--- src/rtl/tlb_pkg.sv ---
package tlb_pkg;
  localparam int WAYS = 2;

  typedef enum logic [1:0] {
    ACC_READ  = 2'd0,
    ACC_WRITE = 2'd1,
    ACC_FETCH = 2'd2,
    ACC_RSVD  = 2'd3
  } acc_e;

  typedef struct packed {
    logic fetch;
    logic wr;
    logic rd;
  } perm_t;
endpackage

--- src/rtl/tlb_way_store.sv ---
module tlb_way_store #(
  parameter int SETS  = 16,
  parameter int TAG_W = 16,
  parameter int PID_W = 4,
  parameter int PPN_W = 20,
  localparam int IDX_W = $clog2(SETS)
) (
  input  logic             clk,
  input  logic             rst_n,
  input  logic [IDX_W-1:0] look_idx,
  output logic             look_valid,
  output logic [TAG_W-1:0] look_tag,
  output logic [PID_W-1:0] look_pid,
  output logic [PPN_W-1:0] look_ppn,
  output logic [2:0]       look_perm,
  output logic             look_dirty,
  input  logic [IDX_W-1:0] fill_idx,
  output logic             fill_valid,
  output logic [TAG_W-1:0] fill_tag,
  output logic [PID_W-1:0] fill_pid,
  input  logic             wr_en,
  input  logic [TAG_W-1:0] wr_tag,
  input  logic [PID_W-1:0] wr_pid,
  input  logic [PPN_W-1:0] wr_ppn,
  input  logic [2:0]       wr_perm,
  input  logic             wr_dirty,
  input  logic             mark_en,
  input  logic             flush_all,
  input  logic             flush_pid_en,
  input  logic [PID_W-1:0] flush_pid
);
  logic [SETS-1:0]  valid_q, valid_d;
  logic [SETS-1:0]  dirty_q, dirty_d;
  logic [TAG_W-1:0] tag_q  [SETS];
  logic [PID_W-1:0] pid_q  [SETS];
  logic [PPN_W-1:0] ppn_q  [SETS];
  logic [2:0]       perm_q [SETS];

  assign look_valid = valid_q[look_idx];
  assign look_tag   = tag_q[look_idx];
  assign look_pid   = pid_q[look_idx];
  assign look_ppn   = ppn_q[look_idx];
  assign look_perm  = perm_q[look_idx];
  assign look_dirty = dirty_q[look_idx];
  assign fill_valid = valid_q[fill_idx];
  assign fill_tag   = tag_q[fill_idx];
  assign fill_pid   = pid_q[fill_idx];

  always_comb begin
    valid_d = valid_q;
    dirty_d = dirty_q;
    if (flush_all) begin
      valid_d = '0;
    end else begin
      if (flush_pid_en) begin
        for (int s = 0; s < SETS; s++) begin
          if (pid_q[s] == flush_pid) valid_d[s] = 1'b0;
        end
      end
      if (wr_en) begin
        valid_d[fill_idx] = 1'b1;
        dirty_d[fill_idx] = wr_dirty;
      end else if (mark_en) begin
        dirty_d[look_idx] = 1'b1;
      end
    end
  end

  always_ff @(posedge clk or negedge rst_n) begin
    if (!rst_n) begin
      valid_q <= '0;
      dirty_q <= '0;
    end else begin
      valid_q <= valid_d;
      dirty_q <= dirty_d;
    end
  end

  always_ff @(posedge clk) begin
    if (wr_en && !flush_all) begin
      tag_q[fill_idx]  <= wr_tag;
      pid_q[fill_idx]  <= wr_pid;
      ppn_q[fill_idx]  <= wr_ppn;
      perm_q[fill_idx] <= wr_perm;
    end
  end

  p_flush_all_r10: assert property (@(posedge clk) disable iff (!rst_n)
    flush_all |=> (valid_q == '0));
  p_fill_visible_r7: assert property (@(posedge clk) disable iff (!rst_n)
    (wr_en && !flush_all && !flush_pid_en) |=> valid_q[$past(fill_idx)]);
  p_mark_dirty_r9: assert property (@(posedge clk) disable iff (!rst_n)
    (mark_en && !wr_en && !flush_all) |=> dirty_q[$past(look_idx)]);
endmodule

--- src/rtl/tlb_lru.sv ---
module tlb_lru #(
  parameter int SETS = 16,
  localparam int IDX_W = $clog2(SETS)
) (
  input  logic             clk,
  input  logic             rst_n,
  input  logic             touch_en,
  input  logic [IDX_W-1:0] touch_idx,
  input  logic             touch_way,
  input  logic [IDX_W-1:0] query_idx,
  output logic             victim
);
  logic [SETS-1:0] lru_q, lru_d;

  assign victim = lru_q[query_idx];

  always_comb begin
    lru_d = lru_q;
    if (touch_en) lru_d[touch_idx] = ~touch_way;
  end

  always_ff @(posedge clk or negedge rst_n) begin
    if (!rst_n) lru_q <= '0;
    else        lru_q <= lru_d;
  end

  p_lru_other_r8: assert property (@(posedge clk) disable iff (!rst_n)
    touch_en |=> (lru_q[$past(touch_idx)] == ~$past(touch_way)));
endmodule

--- src/rtl/tlb_check.sv ---
module tlb_check #(
  parameter int TAG_W = 16,
  parameter int PID_W = 4
) (
  input  logic             ent_valid,
  input  logic [TAG_W-1:0] ent_tag,
  input  logic [PID_W-1:0] ent_pid,
  input  logic [2:0]       ent_perm,
  input  logic [TAG_W-1:0] req_tag,
  input  logic [PID_W-1:0] req_pid,
  input  logic [1:0]       req_acc,
  output logic             match,
  output logic             allow
);
  import tlb_pkg::*;
  perm_t perm;

  assign perm  = perm_t'(ent_perm);
  assign match = ent_valid && (ent_tag == req_tag) && (ent_pid == req_pid);

  always_comb begin
    unique case (acc_e'(req_acc))
      ACC_READ:  allow = perm.rd;
      ACC_WRITE: allow = perm.wr;
      ACC_FETCH: allow = perm.fetch;
      default:   allow = 1'b0;
    endcase
  end
endmodule

--- src/rtl/tlb_xlate.sv ---
module tlb_xlate #(
  parameter int VA_W  = 32,
  parameter int OFF_W = 12,
  parameter int PPN_W = 20,
  parameter int PID_W = 4,
  parameter int SETS  = 16,
  localparam int VPN_W = VA_W - OFF_W,
  localparam int IDX_W = $clog2(SETS),
  localparam int TAG_W = VPN_W - IDX_W,
  localparam int PA_W  = PPN_W + OFF_W
) (
  input  logic             clk,
  input  logic             rst_n,
  input  logic             lk_valid,
  input  logic [VA_W-1:0]  lk_vaddr,
  input  logic [PID_W-1:0] lk_pid,
  input  logic [1:0]       lk_acc,
  output logic             lk_hit,
  output logic             lk_fault,
  output logic             lk_miss,
  output logic [PA_W-1:0]  lk_paddr,
  output logic             lk_dirty,
  input  logic             rf_valid,
  input  logic [VPN_W-1:0] rf_vpn,
  input  logic [PID_W-1:0] rf_pid,
  input  logic [PPN_W-1:0] rf_ppn,
  input  logic [2:0]       rf_perm,
  input  logic             rf_dirty,
  input  logic             flush_all,
  input  logic             flush_pid_en,
  input  logic [PID_W-1:0] flush_pid
);
  import tlb_pkg::*;

  logic [IDX_W-1:0] lk_idx, rf_idx;
  logic [TAG_W-1:0] lk_tag, rf_tag;
  assign lk_idx = lk_vaddr[OFF_W +: IDX_W];
  assign lk_tag = lk_vaddr[VA_W-1 -: TAG_W];
  assign rf_idx = rf_vpn[IDX_W-1:0];
  assign rf_tag = rf_vpn[VPN_W-1 -: TAG_W];

  logic [WAYS-1:0]  e_valid, e_dirty, e_match, e_allow;
  logic [WAYS-1:0]  f_valid, f_match, wr_way, mark_way;
  logic [TAG_W-1:0] e_tag [WAYS];
  logic [TAG_W-1:0] f_tag [WAYS];
  logic [PID_W-1:0] e_pid [WAYS];
  logic [PID_W-1:0] f_pid [WAYS];
  logic [PPN_W-1:0] e_ppn [WAYS];
  logic [2:0]       e_perm [WAYS];

  logic sel_way, fill_way, victim, any_match, grant;

  generate
    for (genvar w = 0; w < WAYS; w++) begin : g_way
      tlb_way_store #(.SETS(SETS), .TAG_W(TAG_W), .PID_W(PID_W), .PPN_W(PPN_W)) u_store (
        .clk(clk), .rst_n(rst_n),
        .look_idx(lk_idx), .look_valid(e_valid[w]), .look_tag(e_tag[w]),
        .look_pid(e_pid[w]), .look_ppn(e_ppn[w]), .look_perm(e_perm[w]),
        .look_dirty(e_dirty[w]),
        .fill_idx(rf_idx), .fill_valid(f_valid[w]), .fill_tag(f_tag[w]),
        .fill_pid(f_pid[w]),
        .wr_en(wr_way[w]), .wr_tag(rf_tag), .wr_pid(rf_pid), .wr_ppn(rf_ppn),
        .wr_perm(rf_perm), .wr_dirty(rf_dirty),
        .mark_en(mark_way[w]),
        .flush_all(flush_all), .flush_pid_en(flush_pid_en), .flush_pid(flush_pid)
      );

      tlb_check #(.TAG_W(TAG_W), .PID_W(PID_W)) u_check (
        .ent_valid(e_valid[w]), .ent_tag(e_tag[w]), .ent_pid(e_pid[w]),
        .ent_perm(e_perm[w]), .req_tag(lk_tag), .req_pid(lk_pid),
        .req_acc(lk_acc), .match(e_match[w]), .allow(e_allow[w])
      );

      assign f_match[w]  = f_valid[w] && (f_tag[w] == rf_tag) && (f_pid[w] == rf_pid);
      assign wr_way[w]   = rf_valid && (fill_way == w[0]);
      assign mark_way[w] = lk_hit && (acc_e'(lk_acc) == ACC_WRITE) && (sel_way == w[0]);
    end
  endgenerate

  // lookup result
  assign any_match = |e_match;
  assign sel_way   = e_match[1];
  assign grant     = e_allow[sel_way];

  always_comb begin
    lk_hit   = lk_valid && any_match && grant;
    lk_fault = lk_valid && any_match && !grant;
    lk_miss  = lk_valid && !any_match;
    lk_paddr = lk_hit ? {e_ppn[sel_way], lk_vaddr[OFF_W-1:0]} : '0;
    lk_dirty = lk_valid && any_match && e_dirty[sel_way];
  end

  // refill placement: existing copy, then first free way, then victim
  always_comb begin
    if (|f_match)        fill_way = f_match[1];
    else if (!f_valid[0]) fill_way = 1'b0;
    else if (!f_valid[1]) fill_way = 1'b1;
    else                  fill_way = victim;
  end

  logic             touch_en, touch_way;
  logic [IDX_W-1:0] touch_idx;
  always_comb begin
    touch_en  = rf_valid || (lk_valid && any_match);
    touch_idx = rf_valid ? rf_idx : lk_idx;
    touch_way = rf_valid ? fill_way : sel_way;
  end

  tlb_lru #(.SETS(SETS)) u_lru (
    .clk(clk), .rst_n(rst_n),
    .touch_en(touch_en), .touch_idx(touch_idx), .touch_way(touch_way),
    .query_idx(rf_idx), .victim(victim)
  );

  p_one_result_r5: assert property (@(posedge clk) disable iff (!rst_n)
    $onehot0({lk_hit, lk_fault, lk_miss}));
  p_unique_copy_r7: assert property (@(posedge clk) disable iff (!rst_n)
    $onehot0(e_match));
  p_offset_kept_r2: assert property (@(posedge clk) disable iff (!rst_n)
    lk_hit |-> (lk_paddr[OFF_W-1:0] == lk_vaddr[OFF_W-1:0]));
  p_fault_no_addr_r4: assert property (@(posedge clk) disable iff (!rst_n)
    (lk_fault || lk_miss) |-> (lk_paddr == '0));
endmodule

--- config.mk ---
export PLATFORM = sky130hd
export DESIGN_NAME = tlb_xlate
export DESIGN_NICKNAME = d
export VERILOG_FILES = /design/src/rtl/tlb_pkg.sv /design/src/rtl/tlb_way_store.sv /design/src/rtl/tlb_lru.sv /design/src/rtl/tlb_check.sv /design/src/rtl/tlb_xlate.sv
export SDC_FILE = /design/constraint.sdc
export NUM_CORES = 2
export LEC_CHECK = 0
export BUFFER_PORTS_ARGS = -buffer_cell sky130_fd_sc_hd__buf_2
export CAP_MARGIN = 20
export CORE_MARGIN = 2
export CORE_UTILIZATION = 60
export DETAILED_ROUTE_END_ITERATION = 8
export PLACE_DENSITY = 0.78
export SYNTH_ARGS = -nofsm -noshare
export SYNTH_HDL_FRONTEND = slang
export SYNTH_SLANG_ARGS = --single-unit
--- constraint.sdc ---
create_clock -name clk -period 8 [get_ports clk]
set_input_delay 0.8 -clock clk [delete_from_list [all_inputs] [get_ports clk]]
set_output_delay 0.8 -clock clk [all_outputs]
set_load 0.1 [all_outputs]
==> reports/summary.txt <==
status - finished, final reports clean
Yosys warnings - 0
top routing layer used - met5
Final Hold Viols - 0
Worst Hold Margin - 0.323 ns
First-pass DRT Iterations - 6
Area contributors post-synth - edfxtp_1 62%, mux4_2 17%, mux2i_1 3.5%
Num CTS Buffers - 150
DRC - 0
final non-filler cell total - 5459
Clock Sinks - 1456
GRT overflow - 0
Reg area - 43300 µm²
worst slew pin tran - 1.26 ns
met2 WL post-DR - 99500 µm
Fill cells - 7029
Crit. End Element - output port
CP arrival - 5.93 ns
Sw Pwr - 3.90 mW
largest net degree at the start of global routing - 98
Metal-1 WL - 73300 µm
utilization after layout - 67.3%
die height - 337 µm
first-pass GRT wire length - 300000 µm
max-slew violations - 0
Initial Utilization - 60.3%
setup TNS - 0 ns
vias in the first global route - 39.9k
H-tree levels - 4
critical path class - in2out
Placer Congestion - 1.02
synth-to-layout area growth - 11.7%
syn_area_per_cell - 18.1 µm²
area share of the largest cell type after synthesis - 62.1%
Placed Cells - 5184
most frequent cell after synthesis - edfxtp_1
total die area - 114000 µm²
Post-Syn Nets - 3766
clock transition at the registers of the reported paths - 0.06 ns
Critical Path Source Type - input port
worst-skew pair later-pin latency - 0.81 ns
Synth Flop Type - edfxtp_1
Logic pwr share - 7.9%
slew margin rel. - 15.7%
Total GRT Usage - 38.1%
Hold WC Path Type - in2reg
internal power - 12.8 mW
Antenna Violating Nets Remaining - 0
Synth top cells by count - 1376 x edfxtp_1, 496 x mux4_2, 232 x mux2i_1, 122 x nand2_1, 117 x xor2_1
Seq pwr share - 50.5%
ys async rst share - 5.49%
DRT Wirelength - 212000 µm
CTS tree - yes
unrepaired setup endpoints after global routing - no
Avg WL per Cell - 38.9 µm
clk_skew - 0.0552 ns
Routed met3 length - 27300 µm
distinct cell type count after synthesis - 93
CP required - 7.20 ns
Switching Share - 23.4%
Max clock buf depth - 3
Seq cells post-synth - 1456
Post-Syn Area - 66500 µm²
CP max FO - 63
Final Setup Violations - 0
period utilisation layout - 84.1%
number of standard cells after synthesis - 3670
Min-Delay Path Depth - 1
Iter 0 DRT Violations - 6789
Die X - 337 µm
P_leak - 24.4 nW
Post CTS Setup Buffer Count - 0
EDFF count, synth - 1376
cts hold-fix bufs - 0
Multi-input gate area - 21900 µm²
cts repair resizes - 0
FP Rows - 122
initial antenna violation count - 16
Cell Pwr Density - 224 nW/µm²
maximum clock rate - 0.149 GHz
Max Cap Viol - 0
core region area - 110000 µm²
maximum VDD drop - 233 µV
# port buffers - 131
routed via count - 40.2k
Seq/Total Area, Yosys - 65.1%
# IOs - 132
reg2reg path depth - 10
vias per std cell - 7.36
minimum clock period - 6.73 ns
Synth area leader - edfxtp_1
Detailed Place HPWL - 127000 µm
CTS root buf - clkbuf_16
final net count - 3948
fraction of final layout cells sized beyond drive strength 1 - 28.3%
Clk pwr share - 41.6%
[layer usage]
layer / vias up / track usage, %
li1: 15600 / -
met1: 20600 / 50.8
met2: 3323 / 58.9
met3: 677 / 9.72
met4: 10 / 19.4
met5: - / 0
[final cells by class]
class / instances / area share, %
clock buffers: 180 / 5.36
well taps: 1488 / 2.51
flip-flops and latches: 1456 / 58.3
inverters: 46 / 0.239
repair buffers: 289 / 3.11
clock inverters: 81 / 1.04
diodes: 10 / 0.0337
multi-input cells: 1909 / 29.4
[cell usage in the layout (no fill, tap or decap), types with 39 or more instances in the layout]
cell type  synthesis  routed
a21oi_1           57      57
dfrtp_1           80      80
buf_4             26     126
mux2_2            45      45
o22ai_1           54      54
edfxtp_1        1376    1376
nand4_1           39      39
mux4_2           496     496
nor3_1            59      43
buf_2             74     123
a22oi_1           61      61
xnor2_1           87      87
mux2i_1          232     232
nor2_1           102      86
inv_1             41      40
xor2_1           117     117
clkbuf_16          0     154
nand2_1          122     122
o21ai_0           55      55
[critical path: stages]
cell and delay [ns]:
buf_8 0.20, inv_2 0.87, buf_4 0.31, mux2i_1 0.62
o22ai_1 0.23, nor4_1 0.32, a21oi_1 0.12, or4b_4 0.60
nor3b_4 0.21, buf_4 0.27, o211ai_4 0.09, buf_4 0.30
nor2_2 0.22, buf_2 0.45
[cells by family after synthesis]
group,Yosys count,share of synthesized area [%]
flops,1456,65.1
mux,806,21.6
xor+xnor,204,2.69
compound gates,428,4.72
simple gates,471,3.52
buf+inv,305,2.35
[power by group through the flow]
stage / Sequential, mW / Clock, mW / Combinational, mW
floorplan: 8.56 / 0 / 0.787
CTS: 8.41 / 6.96 / 1.29
global placement: 8.57 / 0 / 1.26
global route: 8.41 / 7.24 / 1.36
detailed placement: 8.57 / 0 / 1.28
finish: 8.41 / 6.93 / 1.32
[worst paths after layout]
path                                          startpoint                      endpoint  slack, ns
max                                         lk_vaddr[13]                  lk_paddr[15]       1.27
min                                            rf_vpn[4]  g_way[1].u_store.tag_q[7][0]       0.32
max reg2reg                g_way[1].u_store.pid_q[11][2]                u_lru.lru_q[4]       3.09
min reg2reg                               u_lru.lru_q[3]                u_lru.lru_q[3]       0.48
max in group asynchronous                          rst_n   g_way[1].u_store.dirty_q[9]       6.85
min in group asynchronous                          rst_n  g_way[0].u_store.dirty_q[12]       0.53
[sequential cells by signal (all words and copies together), names as in the netlist]
register,cells
g_way.u_store.ppn_q,640
u_lru.lru_q,16
g_way.u_store.tag_q,512
g_way.u_store.pid_q,128
g_way.u_store.valid_q,32
g_way.u_store.perm_q,96
g_way.u_store.dirty_q,32
[metrics by stage]
step	worst slack, ns	total power, mW	instance area [µm²]
after floorplan	0.511	9.35	66500
after global placement	1.49	9.83	69500
final	1.27	16.7	74300
after detailed placement	1.43	9.84	69500
after CTS	1.41	16.7	74200
after global routing	1.24	17.0	74300
(Power assumes the default switching activity.)
